File: config.mk
export PLATFORM = sky130hd
export DESIGN_NAME = txr_ring_engine
export DESIGN_NICKNAME = d
export VERILOG_FILES = /design/src/rtl/txr_pkg.sv /design/src/rtl/txr_regs.sv /design/src/rtl/txr_serializer.sv /design/src/rtl/txr_ring_engine.sv
export SDC_FILE = /design/constraint.sdc
export NUM_CORES = 1
export LEC_CHECK = 0
export ABC_AREA = 1
export BUFFER_PORTS_ARGS = -buffer_cell sky130_fd_sc_hd__buf_2
export CAP_MARGIN = 20
export CORE_ASPECT_RATIO = 0.8
export CORE_MARGIN = 5
export CORE_UTILIZATION = 54
export CTS_CLUSTER_SIZE = 40
export DETAILED_ROUTE_END_ITERATION = 12
export PLACE_DENSITY_LB_ADDON = 0.2
export SYNTH_ARGS = -nofsm -noshare
export SYNTH_HDL_FRONTEND = slang
export SYNTH_HIERARCHICAL = 1
export SYNTH_SLANG_ARGS = --single-unit
export TNS_END_PERCENT = 30
File: constraint.sdc
create_clock -name clk -period 1.9 [get_ports clk]
set_input_delay 0.095 -clock clk [delete_from_list [all_inputs] [get_ports clk]]
set_output_delay 0.095 -clock clk [all_outputs]
set_load 0.1 [all_outputs]
File: src/rtl/txr_pkg.sv
package txr_pkg;

    // Control word field positions; software and the engine share them.
    localparam int unsigned OWN_POS   = 31;
    localparam int unsigned FIRST_POS = 29;
    localparam int unsigned LAST_POS  = 28;

    typedef enum logic [3:0] {
        ST_IDLE,
        ST_D0_REQ,
        ST_D0_WAIT,
        ST_D3_REQ,
        ST_D3_WAIT,
        ST_BUF_REQ,
        ST_BUF_WAIT,
        ST_DRAIN,
        ST_WB
    } eng_st_e;

endpackage

File: src/rtl/txr_regs.sv
module txr_regs #(
    parameter int unsigned ADDR_W = 32
) (
    input  logic              clk,
    input  logic              rst_n,
    input  logic              reg_we,
    input  logic              reg_sel,
    input  logic [ADDR_W-1:0] reg_wdata,
    input  logic              poll_take_i,
    output logic [ADDR_W-1:0] base_o,
    output logic              rewind_o,
    output logic              poll_pend_o
);

    typedef struct packed {
        logic [ADDR_W-1:0] base;
        logic              rew;
        logic              pend;
    } regs_t;

    regs_t r_d, r_q;

    always_comb begin
        r_d      = r_q;
        r_d.rew  = reg_we && !reg_sel;
        if (reg_we && !reg_sel) begin
            r_d.base = reg_wdata;
        end
        // a new demand wins over one being consumed in the same cycle
        r_d.pend = (r_q.pend && !poll_take_i) || (reg_we && reg_sel);
    end

    always_ff @(posedge clk or negedge rst_n) begin
        if (!rst_n) begin
            r_q <= '0;
        end else begin
            r_q <= r_d;
        end
    end

    assign base_o      = r_q.base;
    assign rewind_o    = r_q.rew;
    assign poll_pend_o = r_q.pend;


    poll_seen_chk: assert property (@(posedge clk) disable iff (!rst_n)
        (reg_we && reg_sel) |=> poll_pend_o);

endmodule

File: src/rtl/txr_serializer.sv
module txr_serializer #(
    parameter int unsigned DATA_W = 32,
    parameter int unsigned CNT_W  = $clog2(DATA_W / 8) + 1
) (
    input  logic              clk,
    input  logic              rst_n,
    input  logic              load_i,
    input  logic [DATA_W-1:0] word_i,
    input  logic [CNT_W-1:0]  cnt_i,
    input  logic              sof_i,
    input  logic              eof_i,
    output logic              tx_valid_o,
    input  logic              tx_ready_i,
    output logic [7:0]        tx_data_o,
    output logic              tx_sof_o,
    output logic              tx_eof_o,
    output logic              last_o
);

    typedef struct packed {
        logic [DATA_W-1:0] word;
        logic [CNT_W-1:0]  cnt;
        logic              sof;
        logic              eof;
    } ser_t;

    ser_t s_d, s_q;
    logic fire;

    assign fire = (s_q.cnt != '0) && tx_ready_i;

    always_comb begin
        s_d = s_q;
        if (fire) begin
            s_d.word = s_q.word >> 8;
            s_d.cnt  = s_q.cnt - 1'b1;
            s_d.sof  = 1'b0;
        end
        if (load_i) begin
            s_d.word = word_i;
            s_d.cnt  = cnt_i;
            s_d.sof  = sof_i;
            s_d.eof  = eof_i;
        end
    end

    always_ff @(posedge clk or negedge rst_n) begin
        if (!rst_n) begin
            s_q <= '0;
        end else begin
            s_q <= s_d;
        end
    end

    assign tx_valid_o = (s_q.cnt != '0);
    assign tx_data_o  = s_q.word[7:0];
    assign tx_sof_o   = s_q.sof;
    assign tx_eof_o   = s_q.eof && (s_q.cnt == CNT_W'(1));
    assign last_o     = fire && (s_q.cnt == CNT_W'(1));


    stall_hold_chk: assert property (@(posedge clk) disable iff (!rst_n)
        (tx_valid_o && !tx_ready_i) |=>
            (tx_valid_o && $stable(tx_data_o) && $stable(tx_sof_o) && $stable(tx_eof_o)));

endmodule

File: src/rtl/txr_ring_engine.sv
module txr_ring_engine #(
    parameter int unsigned ADDR_W  = 32,
    parameter int unsigned SIZE_W  = 14,
    parameter int unsigned EOR_POS = 30
) (
    input  logic              clk,
    input  logic              rst_n,
    input  logic              reg_we,
    input  logic              reg_sel,
    input  logic [ADDR_W-1:0] reg_wdata,
    output logic              mem_req,
    output logic              mem_we,
    output logic [ADDR_W-1:0] mem_addr,
    output logic [31:0]       mem_wdata,
    input  logic              mem_rvalid,
    input  logic [31:0]       mem_rdata,
    output logic              tx_valid,
    input  logic              tx_ready,
    output logic [7:0]        tx_data,
    output logic              tx_sof,
    output logic              tx_eof
);
    import txr_pkg::*;

    localparam int unsigned DATA_W     = 32;
    localparam int unsigned BPW        = DATA_W / 8;
    localparam int unsigned CNT_W      = $clog2(BPW) + 1;
    localparam int unsigned DESC_BYTES = 4 * BPW;
    localparam int unsigned BUF_OFS    = 3 * BPW;

    typedef struct packed {
        eng_st_e           st;
        logic [ADDR_W-1:0] cur;
        logic [31:0]       w0;
        logic [ADDR_W-1:0] bptr;
        logic [SIZE_W-1:0] left;
        logic              firstw;
    } eng_t;

    eng_t e_d, e_q;

    logic [ADDR_W-1:0] base;
    logic              rewind, poll_pend, poll_take;
    logic              ser_load, ser_sof, ser_eof, ser_last;
    logic [CNT_W-1:0]  ser_cnt;
    logic              eor_hit;

    txr_regs #(.ADDR_W(ADDR_W)) u_regs (
        .clk         (clk),
        .rst_n       (rst_n),
        .reg_we      (reg_we),
        .reg_sel     (reg_sel),
        .reg_wdata   (reg_wdata),
        .poll_take_i (poll_take),
        .base_o      (base),
        .rewind_o    (rewind),
        .poll_pend_o (poll_pend)
    );

    txr_serializer #(.DATA_W(DATA_W), .CNT_W(CNT_W)) u_ser (
        .clk        (clk),
        .rst_n      (rst_n),
        .load_i     (ser_load),
        .word_i     (mem_rdata),
        .cnt_i      (ser_cnt),
        .sof_i      (ser_sof),
        .eof_i      (ser_eof),
        .tx_valid_o (tx_valid),
        .tx_ready_i (tx_ready),
        .tx_data_o  (tx_data),
        .tx_sof_o   (tx_sof),
        .tx_eof_o   (tx_eof),
        .last_o     (ser_last)
    );

    // ring-end decode follows the selected layout variant
    generate
        if (EOR_POS == 15) begin : g_eor_low
            assign eor_hit = e_q.w0[15];
        end else begin : g_eor_high
            assign eor_hit = e_q.w0[30];
        end
    endgenerate

    always_comb begin
        e_d       = e_q;
        mem_req   = 1'b0;
        mem_we    = 1'b0;
        mem_addr  = e_q.cur;
        mem_wdata = '0;
        poll_take = 1'b0;
        ser_load  = 1'b0;
        ser_cnt   = '0;
        ser_sof   = 1'b0;
        ser_eof   = 1'b0;
        unique case (e_q.st)
            ST_IDLE: begin
                if (rewind) begin
                    e_d.cur = base;
                end else if (poll_pend) begin
                    poll_take = 1'b1;
                    e_d.st    = ST_D0_REQ;
                end
            end
            ST_D0_REQ: begin
                mem_req = 1'b1;
                e_d.st  = ST_D0_WAIT;
            end
            ST_D0_WAIT: begin
                if (mem_rvalid) begin
                    e_d.w0 = mem_rdata;
                    e_d.st = mem_rdata[OWN_POS] ? ST_D3_REQ : ST_IDLE;
                end
            end
            ST_D3_REQ: begin
                mem_req  = 1'b1;
                mem_addr = e_q.cur + ADDR_W'(BUF_OFS);
                e_d.st   = ST_D3_WAIT;
            end
            ST_D3_WAIT: begin
                if (mem_rvalid) begin
                    e_d.bptr   = mem_rdata[ADDR_W-1:0];
                    e_d.left   = e_q.w0[SIZE_W-1:0];
                    e_d.firstw = 1'b1;
                    e_d.st     = (e_q.w0[SIZE_W-1:0] == '0) ? ST_WB : ST_BUF_REQ;
                end
            end
            ST_BUF_REQ: begin
                mem_req  = 1'b1;
                mem_addr = e_q.bptr;
                e_d.st   = ST_BUF_WAIT;
            end
            ST_BUF_WAIT: begin
                if (mem_rvalid) begin
                    ser_load = 1'b1;
                    ser_cnt  = (e_q.left >= SIZE_W'(BPW)) ? CNT_W'(BPW)
                                                          : CNT_W'(e_q.left);
                    ser_sof  = e_q.firstw && e_q.w0[FIRST_POS];
                    ser_eof  = (e_q.left <= SIZE_W'(BPW)) && e_q.w0[LAST_POS];
                    e_d.left   = e_q.left - SIZE_W'(ser_cnt);
                    e_d.bptr   = e_q.bptr + ADDR_W'(BPW);
                    e_d.firstw = 1'b0;
                    e_d.st     = ST_DRAIN;
                end
            end
            ST_DRAIN: begin
                if (ser_last) begin
                    e_d.st = (e_q.left == '0) ? ST_WB : ST_BUF_REQ;
                end
            end
            ST_WB: begin
                mem_req   = 1'b1;
                mem_we    = 1'b1;
                mem_wdata = e_q.w0 & ~(32'd1 << OWN_POS);
                e_d.cur   = eor_hit ? base : e_q.cur + ADDR_W'(DESC_BYTES);
                e_d.st    = ST_D0_REQ;
            end
            default: e_d.st = ST_IDLE;
        endcase
    end

    always_ff @(posedge clk or negedge rst_n) begin
        if (!rst_n) begin
            e_q    <= '0;
            e_q.st <= ST_IDLE;
        end else begin
            e_q <= e_d;
        end
    end


    eof_then_wb_chk: assert property (@(posedge clk) disable iff (!rst_n)
        (tx_valid && tx_ready && tx_eof) |=> (mem_req && mem_we));


    wb_then_fetch_chk: assert property (@(posedge clk) disable iff (!rst_n)
        (mem_req && mem_we) |=> (mem_req && !mem_we));


    rvalid_in_wait_chk: assert property (@(posedge clk) disable iff (!rst_n)
        mem_rvalid |-> (e_q.st == ST_D0_WAIT || e_q.st == ST_D3_WAIT ||
                        e_q.st == ST_BUF_WAIT));


    idle_quiet_chk: assert property (@(posedge clk) disable iff (!rst_n)
        (e_q.st == ST_IDLE) |-> (!mem_req && !tx_valid));

endmodule

==> results of run 1 <==
## layer usage
| layer | up-vias | share of wire, % |
|---|---|---|
| met5 | - | 0 |
| met4 | 0 | 3.9 |
| li1 | 5967 | - |
| met3 | 173 | 12 |
| met2 | 1029 | 43 |
| met1 | 6495 | 41 |
## stage by stage
stage / cell area, sq um / power [mW] / setup WS (ns)
after CTS: 16500 / 27.1 / -0.423
after global routing: 17200 / 29.5 / -0.618
after floorplan: 12000 / 16.8 / -0.552
final: 17200 / 28.4 / -0.491
after detailed placement: 14600 / 22.4 / -0.112
after global placement: 14600 / 22.1 / -0.124
## worst max-delay path by stage
stage | start | endpoint | slack (ns) | depth (start not counted)
finish | e_q[83]$_DFFE_PN0P_ | mem_addr[20] | -0.49 | 9
global route | e_q[87]$_DFFE_PN0P_ | mem_addr[19] | -0.62 | 11
CTS | e_q[84]$_DFFE_PN0P_ | mem_addr[20] | -0.42 | 9
detailed placement | e_q[93]$_DFFE_PN0P_ | mem_addr[28] | -0.11 | 10
global placement | e_q[93]$_DFFE_PN0P_ | mem_addr[28] | -0.12 | 10
floorplan | e_q[114]$_DFFE_PN0P_ | mem_addr[20] | -0.55 | 6
## report_power, final
part	total [mW]	switching, mW	internal (mW)
Combinational	18.0	12.0	5.98
Sequential	6.79	1.32	5.47
Clock	3.64	1.88	1.76
Total	28.4	15.2	13.2
## sequential cells by signal, summed over array words and instances (netlist names)
signal and count:
u_ser/tx_sof_o 1, e_q 114, u_regs/poll_pend_o 1, u_ser/tx_data_o 8
u_regs/rewind_o 1, u_ser/s_q 28, u_regs/base_o 32
## layout make-up
class                      count  area [sq um]  area share, %
multi-input combinational   1157          6800           39.6
sequential                   185          4640           27.0
timing repair buffer         383          4000           23.3
inverter                     203           803           4.68
clock buffer                  18           429           2.50
tap                          275           344           2.00
clock inverter                14           158          0.918
## cells by family after synthesis
logic type | after synthesis | synth area share, %
and+or+nand+nor | 838 | 32.3
buffers and inverters | 282 | 11.4
DFF | 185 | 39.5
other | 2 | 0.0641
adders and majority gates | 8 | 0.855
xor gates and xnor gates | 11 | 0.823
AOI/OAI and AO/OA | 297 | 15.1
## repair_timing
item | 4_1_cts | 5_1_grt
setup buffers | 21 | 17
setup endpoints to repair | 69 | 148
endpoints found under the hold margin | 208 | 0
pin swaps | 21 | 34
hold buffers | 65 | 0
resized for setup | 139 | 114
gates cloned | 2 | 3
## placed cells by master (no fill, tap or decap), drive strengths merged
cell type | Yosys | layout
clkinvlp | 0 | 2
a22oi | 2 | 2
o21bai | 1 | 1
o22ai | 32 | 32
nand3 | 159 | 159
o21ai | 176 | 176
buf | 64 | 312
nor3 | 34 | 34
a21oi | 34 | 34
clkbuf | 15 | 23
nor3b | 1 | 1
a31oi | 1 | 1
o221ai | 25 | 25
a211oi | 1 | 1
inv | 202 | 206
nor4 | 3 | 3
conb | 2 | 3
ha | 8 | 8
bufbuf | 0 | 1
and3 | 1 | 1
o211ai | 22 | 22
nand3b | 2 | 2
clkinv | 1 | 9
o31ai | 1 | 1
a32oi | 1 | 1
or2 | 1 | 1
dfrtp | 185 | 185
o2111ai | 1 | 1
xor2 | 11 | 11
nand4 | 19 | 19
nand2 | 462 | 462
dlygate4sd3 | 0 | 65
nor2 | 156 | 156
## tightest hold or removal path: cells and delay by family
family | cells | cell delay, ns
buf+inv | 1 | 0.17
compound gates | 1 | 0.09
simple gates | 1 | 0.08
==> metrics.yaml, run 1 <==
grt:
  grt_pass1_vias: 12900
  gr-usage-all-layers_pct: 38.3
  overflow: 0
  grt_pass1_wl_mm: 73.6
  grt_use_met2_pct: 56.6
  grt_max_degree: 58
  gr-usage-met1_pct: 54.1
  antenna_found_initial: 0
  grtUsageMet3_pct: 12.0
  busiest_layer: "met2"
cts:
  cts_tree: "yes"
  cts_made_buffers: 17
  insertion_delay_ns: 0.47
  cts_root_buf: "clkbuf_16"
  clock-sinks: 185
  clk_pin_slew_worst_paths_ns: 0.08
  cts.path.max_buffers: 2
  cts-htree-levels: 4
die:
  num_rows: 48
  coreArea_sq_mm: 0.0214
  fp.dieW_um: 175
  initial_core_util_pct: 54.6
  pin_count: 147
  fp.dieH_um: 142
  die_area_sq_mm: 0.0247
cells_and_area:
  final_cells: 2235
  layout-drive-gt1-share_pct: 31.1
  n_antenna_cell: 0
  finalNetCount: 2025
  syn2layout_area_growth_pct: 46.7
  final_util_pct: 80.1
  fillers: 1353
worst_setup_path:
  path_delay_family: "compound AO/OA/AOI/OAI gates"
  worst-path-buf-inv: 2
  rr_worst_depth: 10
  cp_max_fo: 4
  crit_path_start_kind: "flip-flop"
  worstPathArrival_ns: 2.30
  cp_slowest_cell: "dfrtp_1"
  r2r_slack_ns: -0.24
  critPathMostFrequentCell: "o211ai_1"
  crit_chain: "ha_4 > nand3_4 > inv_2 > nand2_4 > nor2_4 > nand4_1 > o211ai_1 > o211ai_1 > clkbuf_16"
  setup.worst_path.class: "flip-flop to output pin"
  slowest_delay_ns: 0.41
  r2r_end: "u_ser/s_q[2]$_DFFE_PN0P_"
  end_kind: "output pin"
  crit_required_ns: 1.80
  r2r-start: "e_q[112]$_DFFE_PN0P_"
place:
  numPortBuffers: 145
  place_inst: 2095
  dp_hpwl_mm: 32.9
  routabilityCongestion: 0.996
logic_synthesis:
  synth_edf_count: 0
  netlist_instances: 1623
  synth_common_cells: "nand2_1 (443), dfrtp_1 (185), inv_1 (174)"
  synth_area_leader_cell: "dfrtp_1"
  ys_seq_area_share_pct: 39.5
  netlist_area_sq_mm: 0.0117
  synth_flop_cell: "dfrtp_1"
  synth_seq_cells: 185
  yosysWarnings: 6
  avgSynthCellArea_sq_um: 7.21
  synthTopCellsByArea: "dfrtp_1 (40%), nand2_1 (14%), nand3_1 (6.8%), o21ai_0 (6.2%), inv_1 (5.6%)"
  yosysMostFrequentCell: "nand2_1"
  synth_top_area_share_pct: 39.5
  async_flop_share_pct: 100
  yosysUniqueCellTypes: 51
route:
  drc: 0
  routed_via_density: 6.11
  drtIter0Drc: 1977
  dr.pass1.iters: 7
  ant_nets: 0
  wl_per_cell_um: 22.6
  wl_mm: 50.5
  vias: 13700
sta:
  layout_setup_ws_ns: -0.491
  rsz0062_at_grt: "yes"
  fin_worst_skew_ns: 0.0107
  fin_crit_ns: 2.39
  maxSlewViolCount: 0
  timing.hold.ws_ns: 0.0248
  tns_ns: -22.84
  period_share_pct: 126
  hold_viol_final: 0
  finalSetupViolCount: 97
  slew_headroom_pct: 52.6
  timing.fmax_mhz: 418
  worstMarginPinSlew_ns: 0.703
worst_hold_path:
  holdPathEnd: "e_q[65]$_DFFE_PN0P_"
  hold_path_depth: 3
  hp-class: "input pin to flip-flop"
  min_from: "mem_rdata[18]"
run_status:
  status: "finished with violations"
  violations: "setup timing"
pwr:
  power.leakage_nw: 7.87
  p_per_area_mw_per_mm2: 1660
  irDropWorstVdd_mv: 1.31
run:
  maxCapViolations: 0
(Power assumes the default switching activity.)
==> run 2: changes to the inputs <==
clock period = 1.98 ns   (was 1.9 ns; I/O delays follow)
==> metrics.yaml, run 2 (synthesis results as in run 1) <==
run:
  maxCapViolations: 0
sta:
  period_share_pct: 121
  maxSlewViolCount: 0
  rsz0062_at_grt: "yes"
  tns_ns: -8.27
  worstMarginPinSlew_ns: 0.928
  timing.fmax_mhz: 419
  fin_worst_skew_ns: 0.00781
  finalSetupViolCount: 37
  hold_viol_final: 0
  slew_headroom_pct: 37.5
  layout_setup_ws_ns: -0.407
  fin_crit_ns: 2.39
run_status:
  violations: "setup timing"
  status: "finished with violations"
cts:
  cts.path.max_buffers: 2
  cts_made_buffers: 17
  cts-htree-levels: 4
  insertion_delay_ns: 0.45
  cts_tree: "yes"
  cts_root_buf: "clkbuf_16"
  clock-sinks: 185
  clk_pin_slew_worst_paths_ns: 0.08
cells_and_area:
  layout-drive-gt1-share_pct: 27.8
  n_antenna_cell: 0
  design_area_sq_mm: 0.0165
  mostFrequentLayoutCells: "nand2_1 (429), dfrtp_1 (179), inv_1 (169)"
  fillers: 1503
  finalNetCount: 1995
  syn2layout_area_growth_pct: 41.0
  regMostFlops: "e_q"
  largest_reg_flops: 114
  layout_commonest_cell: "nand2_1"
worst_setup_path:
  critPathMostFrequentCell: "nand2_1"
  worstPathArrival_ns: 2.29
  crit_required_ns: 1.88
  crit_chain: "inv_2 > nor3_4 > nand2_1 > nor2_2 > nand2_2 > nor3_2 > nand2_1 > o21ai_0 > o21ai_1 > clkbuf_16"
  cp_max_fo: 5
  crit_path_start_kind: "flip-flop"
  worst-path-buf-inv: 2
  slowest_delay_ns: 0.44
  setup.worst_path.class: "flip-flop to output pin"
  end_kind: "output pin"
  cp_slowest_cell: "dfrtp_1"
  path_delay_family: "simple AND/OR/NAND/NOR gates"
die:
  pin_count: 147
  fp.dieH_um: 142
  coreArea_sq_mm: 0.0214
  initial_core_util_pct: 54.6
  num_rows: 48
  die_area_sq_mm: 0.0247
  fp.dieW_um: 175
place:
  dpl_cell_area_sq_mm: 0.0142
  routabilityCongestion: 1.03
  numPortBuffers: 145
  dp_hpwl_mm: 32.5
route:
  drtIter0Drc: 1765
  vias: 13000
  routed_via_density: 5.89
  drc: 0
  dr.pass1.iters: 7
  wl_per_cell_um: 20.6
  ant_nets: 0
  wl_mm: 45.5
grt:
  overflow: 0
  grt_pass1_wl_mm: 69.6
  gr-usage-all-layers_pct: 36.1
  grt_pass1_vias: 12000
  grt_max_degree: 63
  antenna_found_initial: 0
pwr:
  p_per_area_mw_per_mm2: 1580
  irDropWorstVdd_mv: 1.28
  power.leakage_nw: 7.69
worst_hold_path:
  hp-class: "input pin to flip-flop"
==> run 2: metrics by stage <==
stage | hold slack (ns) | utilization, % | power (mW) | setup slack (ns) | instances
detailed placement | 0.0106 | 66.4 | 20.7 | 0.0259 | 2076
global route | 0.0879 | 77.0 | 27.3 | -0.516 | 2204
finish | 0.0812 | 77.0 | 26.1 | -0.407 | 2204
global placement | 0.0117 | 66.4 | 20.6 | 0.0283 | 2076
floorplan | -0.197 | - | 15.7 | -0.796 | 1624
CTS | 0.0594 | 74.9 | 25.3 | -0.353 | 2192
==> run 2: final cells by class <==
cell class | instances | area, sq um | share of cell area (%)
clock buffers | 17 | 425 | 2.58
inverters | 203 | 800 | 4.84
well taps | 275 | 344 | 2.08
clock inverters | 14 | 180 | 1.09
repair buffers | 353 | 3740 | 22.7
multi-input cells | 1157 | 6390 | 38.7
flip-flops and latches | 185 | 4640 | 28.1
==> run 2: repair_timing <==
item	CTS	global route
gates resized for setup	115	91
setup buffers	19	12
setup endpoints to repair	64	77
hold endpoints to repair	263	0
hold buffers	66	0
pin swaps	16	21
==> run 2: worst reg2reg max path, stage by stage, from the launching register on <==
cell and delay [ns]:
dfrtp_2 0.44, inv_1 0.09, nor2_1 0.19, nand2_2 0.13, nor2_4 0.29, inv_8 0.15, nand2_8 0.28, nand2_1 0.16
o21ai_2 0.09
==> run 2: worst paths after layout <==
kind / startpoint / end / slack, ns / depth (start not counted)
max: e_q[97]$_DFFE_PN0P_ / mem_addr[28] / -0.41 / 10
min: reg_we / u_regs/base_o[31]$_DFFE_PN0P_ / 0.08 / 3
max reg2reg: e_q[112]$_DFFE_PN0P_ / u_ser/s_q[16]$_DFFE_PN0P_ / 0.08 / 8
min reg2reg: u_regs/base_o[18]$_DFFE_PN0P_ / u_regs/base_o[18]$_DFFE_PN0P_ / 0.48 / 2
max in group asynchronous: rst_n / e_q[64]$_DFFE_PN0P_ / 1.17 / 3
min in group asynchronous: rst_n / e_q[97]$_DFFE_PN0P_ / 0.10 / 2
==> run 2: power breakdown <==
| part | internal, mW | switching, mW | total (mW) |
|---|---|---|---|
| Clock | 1.92 | 1.73 | 3.65 |
| Sequential | 5.25 | 1.17 | 6.42 |
| Combinational | 5.40 | 10.6 | 16.0 |
| Total | 12.6 | 13.5 | 26.1 |
==> run 2: routing by layer <==
| layer | GRT usage (%) | part of all wire, % | up-vias |
|---|---|---|---|
| li1 | - | - | 5906 |
| met1 | 54.6 | 43 | 6207 |
| met2 | 51.5 | 43 | 772 |
| met3 | 9.38 | 12 | 104 |
| met4 | 9.30 | 2.3 | 0 |
| met5 | 0 | 0 | - |
==> run 3: changes to the inputs <==
SETUP_SLACK_MARGIN = 0.15   (was not set)
==> metrics.yaml, run 3 (synthesis results as in run 1) <==
run_status:
  status: "finished with violations"
  violations: "setup timing"
cts:
  cts_made_buffers: 17
  cts-htree-levels: 4
  clk_pin_slew_worst_paths_ns: 0.08
  cts_root_buf: "clkbuf_16"
  insertion_delay_ns: 0.46
  cts_tree: "yes"
  cts.path.max_buffers: 2
  clock-sinks: 185
place:
  dp_hpwl_mm: 31.9
  place_inst: 2060
  routabilityCongestion: 1.01
  numPortBuffers: 145
  dpl_cell_area_sq_mm: 0.0144
route:
  wl_mm: 48.0
  dr.pass1.iters: 8
  routed_via_density: 5.96
  drtIter0Drc: 1867
  wl_per_cell_um: 21.5
  drc: 0
  vias: 13300
  ant_nets: 0
sta:
  fin_worst_skew_ns: 0.0114
  hold_viol_final: 0
  slew_headroom_pct: 63.1
  rsz0062_at_grt: "yes"
  fin_crit_ns: 2.45
  worstMarginPinSlew_ns: 0.548
  period_share_pct: 124
  layout_setup_ws_ns: -0.471
  maxSlewViolCount: 0
  tns_ns: -13.63
  timing.fmax_mhz: 408
  finalSetupViolCount: 65
die:
  fp.dieW_um: 175
  fp.dieH_um: 142
  initial_core_util_pct: 54.6
  pin_count: 147
  coreArea_sq_mm: 0.0214
  die_area_sq_mm: 0.0247
  num_rows: 48
worst_setup_path:
  worstPathArrival_ns: 2.35
  crit_required_ns: 1.88
  end_kind: "output pin"
  crit_path_start_kind: "flip-flop"
  cp_max_fo: 4
  setup.worst_path.class: "flip-flop to output pin"
grt:
  grt_pass1_vias: 12600
  grt_pass1_wl_mm: 71.4
  gr-usage-all-layers_pct: 36.8
  overflow: 0
  grt_max_degree: 65
  antenna_found_initial: 2
pwr:
  power.total_mw: 27.3
  power.leakage_nw: 7.99
  p_per_area_mw_per_mm2: 1570
  irDropWorstVdd_mv: 1.38
cells_and_area:
  regMostFlops: "e_q"
  syn2layout_area_growth_pct: 48.6
  fillers: 1347
  multiInputGateArea_sq_mm: 0.00699
  largest_reg_flops: 114
  layout_commonest_cell: "nand2_1"
  mostFrequentLayoutCells: "nand2_1 (414), dfrtp_1 (179), inv_1 (164)"
  design_area_sq_mm: 0.0174
  finalNetCount: 2025
  layout-drive-gt1-share_pct: 31.9
  final_util_pct: 81.1
  regArea_sq_mm: 0.00464
  final_cells: 2236
run:
  maxCapViolations: 0
worst_hold_path:
  hp-class: "input pin to flip-flop"
run 3: final timing paths:
path	from	end	slack, ns	cells past startpoint
setup reg to reg	e_q[96]$_DFFE_PN0P_	e_q[106]$_DFFE_PN0P_	-0.10	15
setup / recovery	e_q[96]$_DFFE_PN0P_	mem_addr[30]	-0.47	11
hold reg to reg	u_regs/base_o[14]$_DFFE_PN0P_	u_regs/base_o[14]$_DFFE_PN0P_	0.48	2
hold / removal	reg_we	u_regs/base_o[3]$_DFFE_PN0P_	0.07	3
max in group asynchronous	rst_n	e_q[18]$_DFFE_PN0P_	1.08	3
min in group asynchronous	rst_n	e_q[100]$_DFFE_PN0P_	0.18	2
run 3: what timing repair did:
item | in CTS | in global routing
gates cloned | 1 | 3
hold buffers | 66 | 0
hold endpoints to repair | 119 | 0
pin swaps | 38 | 36
gates resized for setup | 182 | 113
buffers inserted | 44 | 29
setup endpoints to repair | 107 | 182
run 3: where the power goes:
group | internal (mW) | total, mW | leakage, nW | switching [mW]
clock | 1.74 | 3.55 | 0.286 | 1.81
combinational | 5.77 | 17.2 | 5.38 | 11.4
sequential | 5.25 | 6.57 | 2.32 | 1.32
run 3: cell type report:
type / count / area share [%]
tap: 275 / 1.98
sequential: 185 / 26.7
multi-input combinational: 1159 / 40.2
clock inverter: 13 / 0.835
clock buffer: 19 / 2.55
inverter: 203 / 4.79
timing repair buffer: 381 / 23.0
antenna: 1 / 0.0144
run 3: routing by layer:
metal	global-route usage, %	routed length, um	vias to the layer above
met5	0	19	-
met4	10.1	1440	2
met3	9.35	5300	137
met2	54.5	21100	859
met1	54.0	20200	6351
li1	-	-	5976
run 3: metrics by stage:
step / hold slack, ns / setup slack, ns
floorplan: -0.197 / -0.476
global placement: 0.0998 / -0.00539
detailed placement: 0.102 / -0.0583
CTS: 0.0563 / -0.454
global route: 0.0814 / -0.549
finish: 0.0699 / -0.471
run 3: worst max-delay path, cell delays in order, from the launching register on:
cell and delay, ns:
dfrtp_1 0.42, nand2_2 0.11, buf_4 0.17, nor2_4 0.17, inv_2 0.09, nor2_4 0.15, nand3b_4 0.14, nor2_2 0.15
nand2_1 0.06, nand3_1 0.08, o211ai_1 0.12, clkbuf_16 0.23
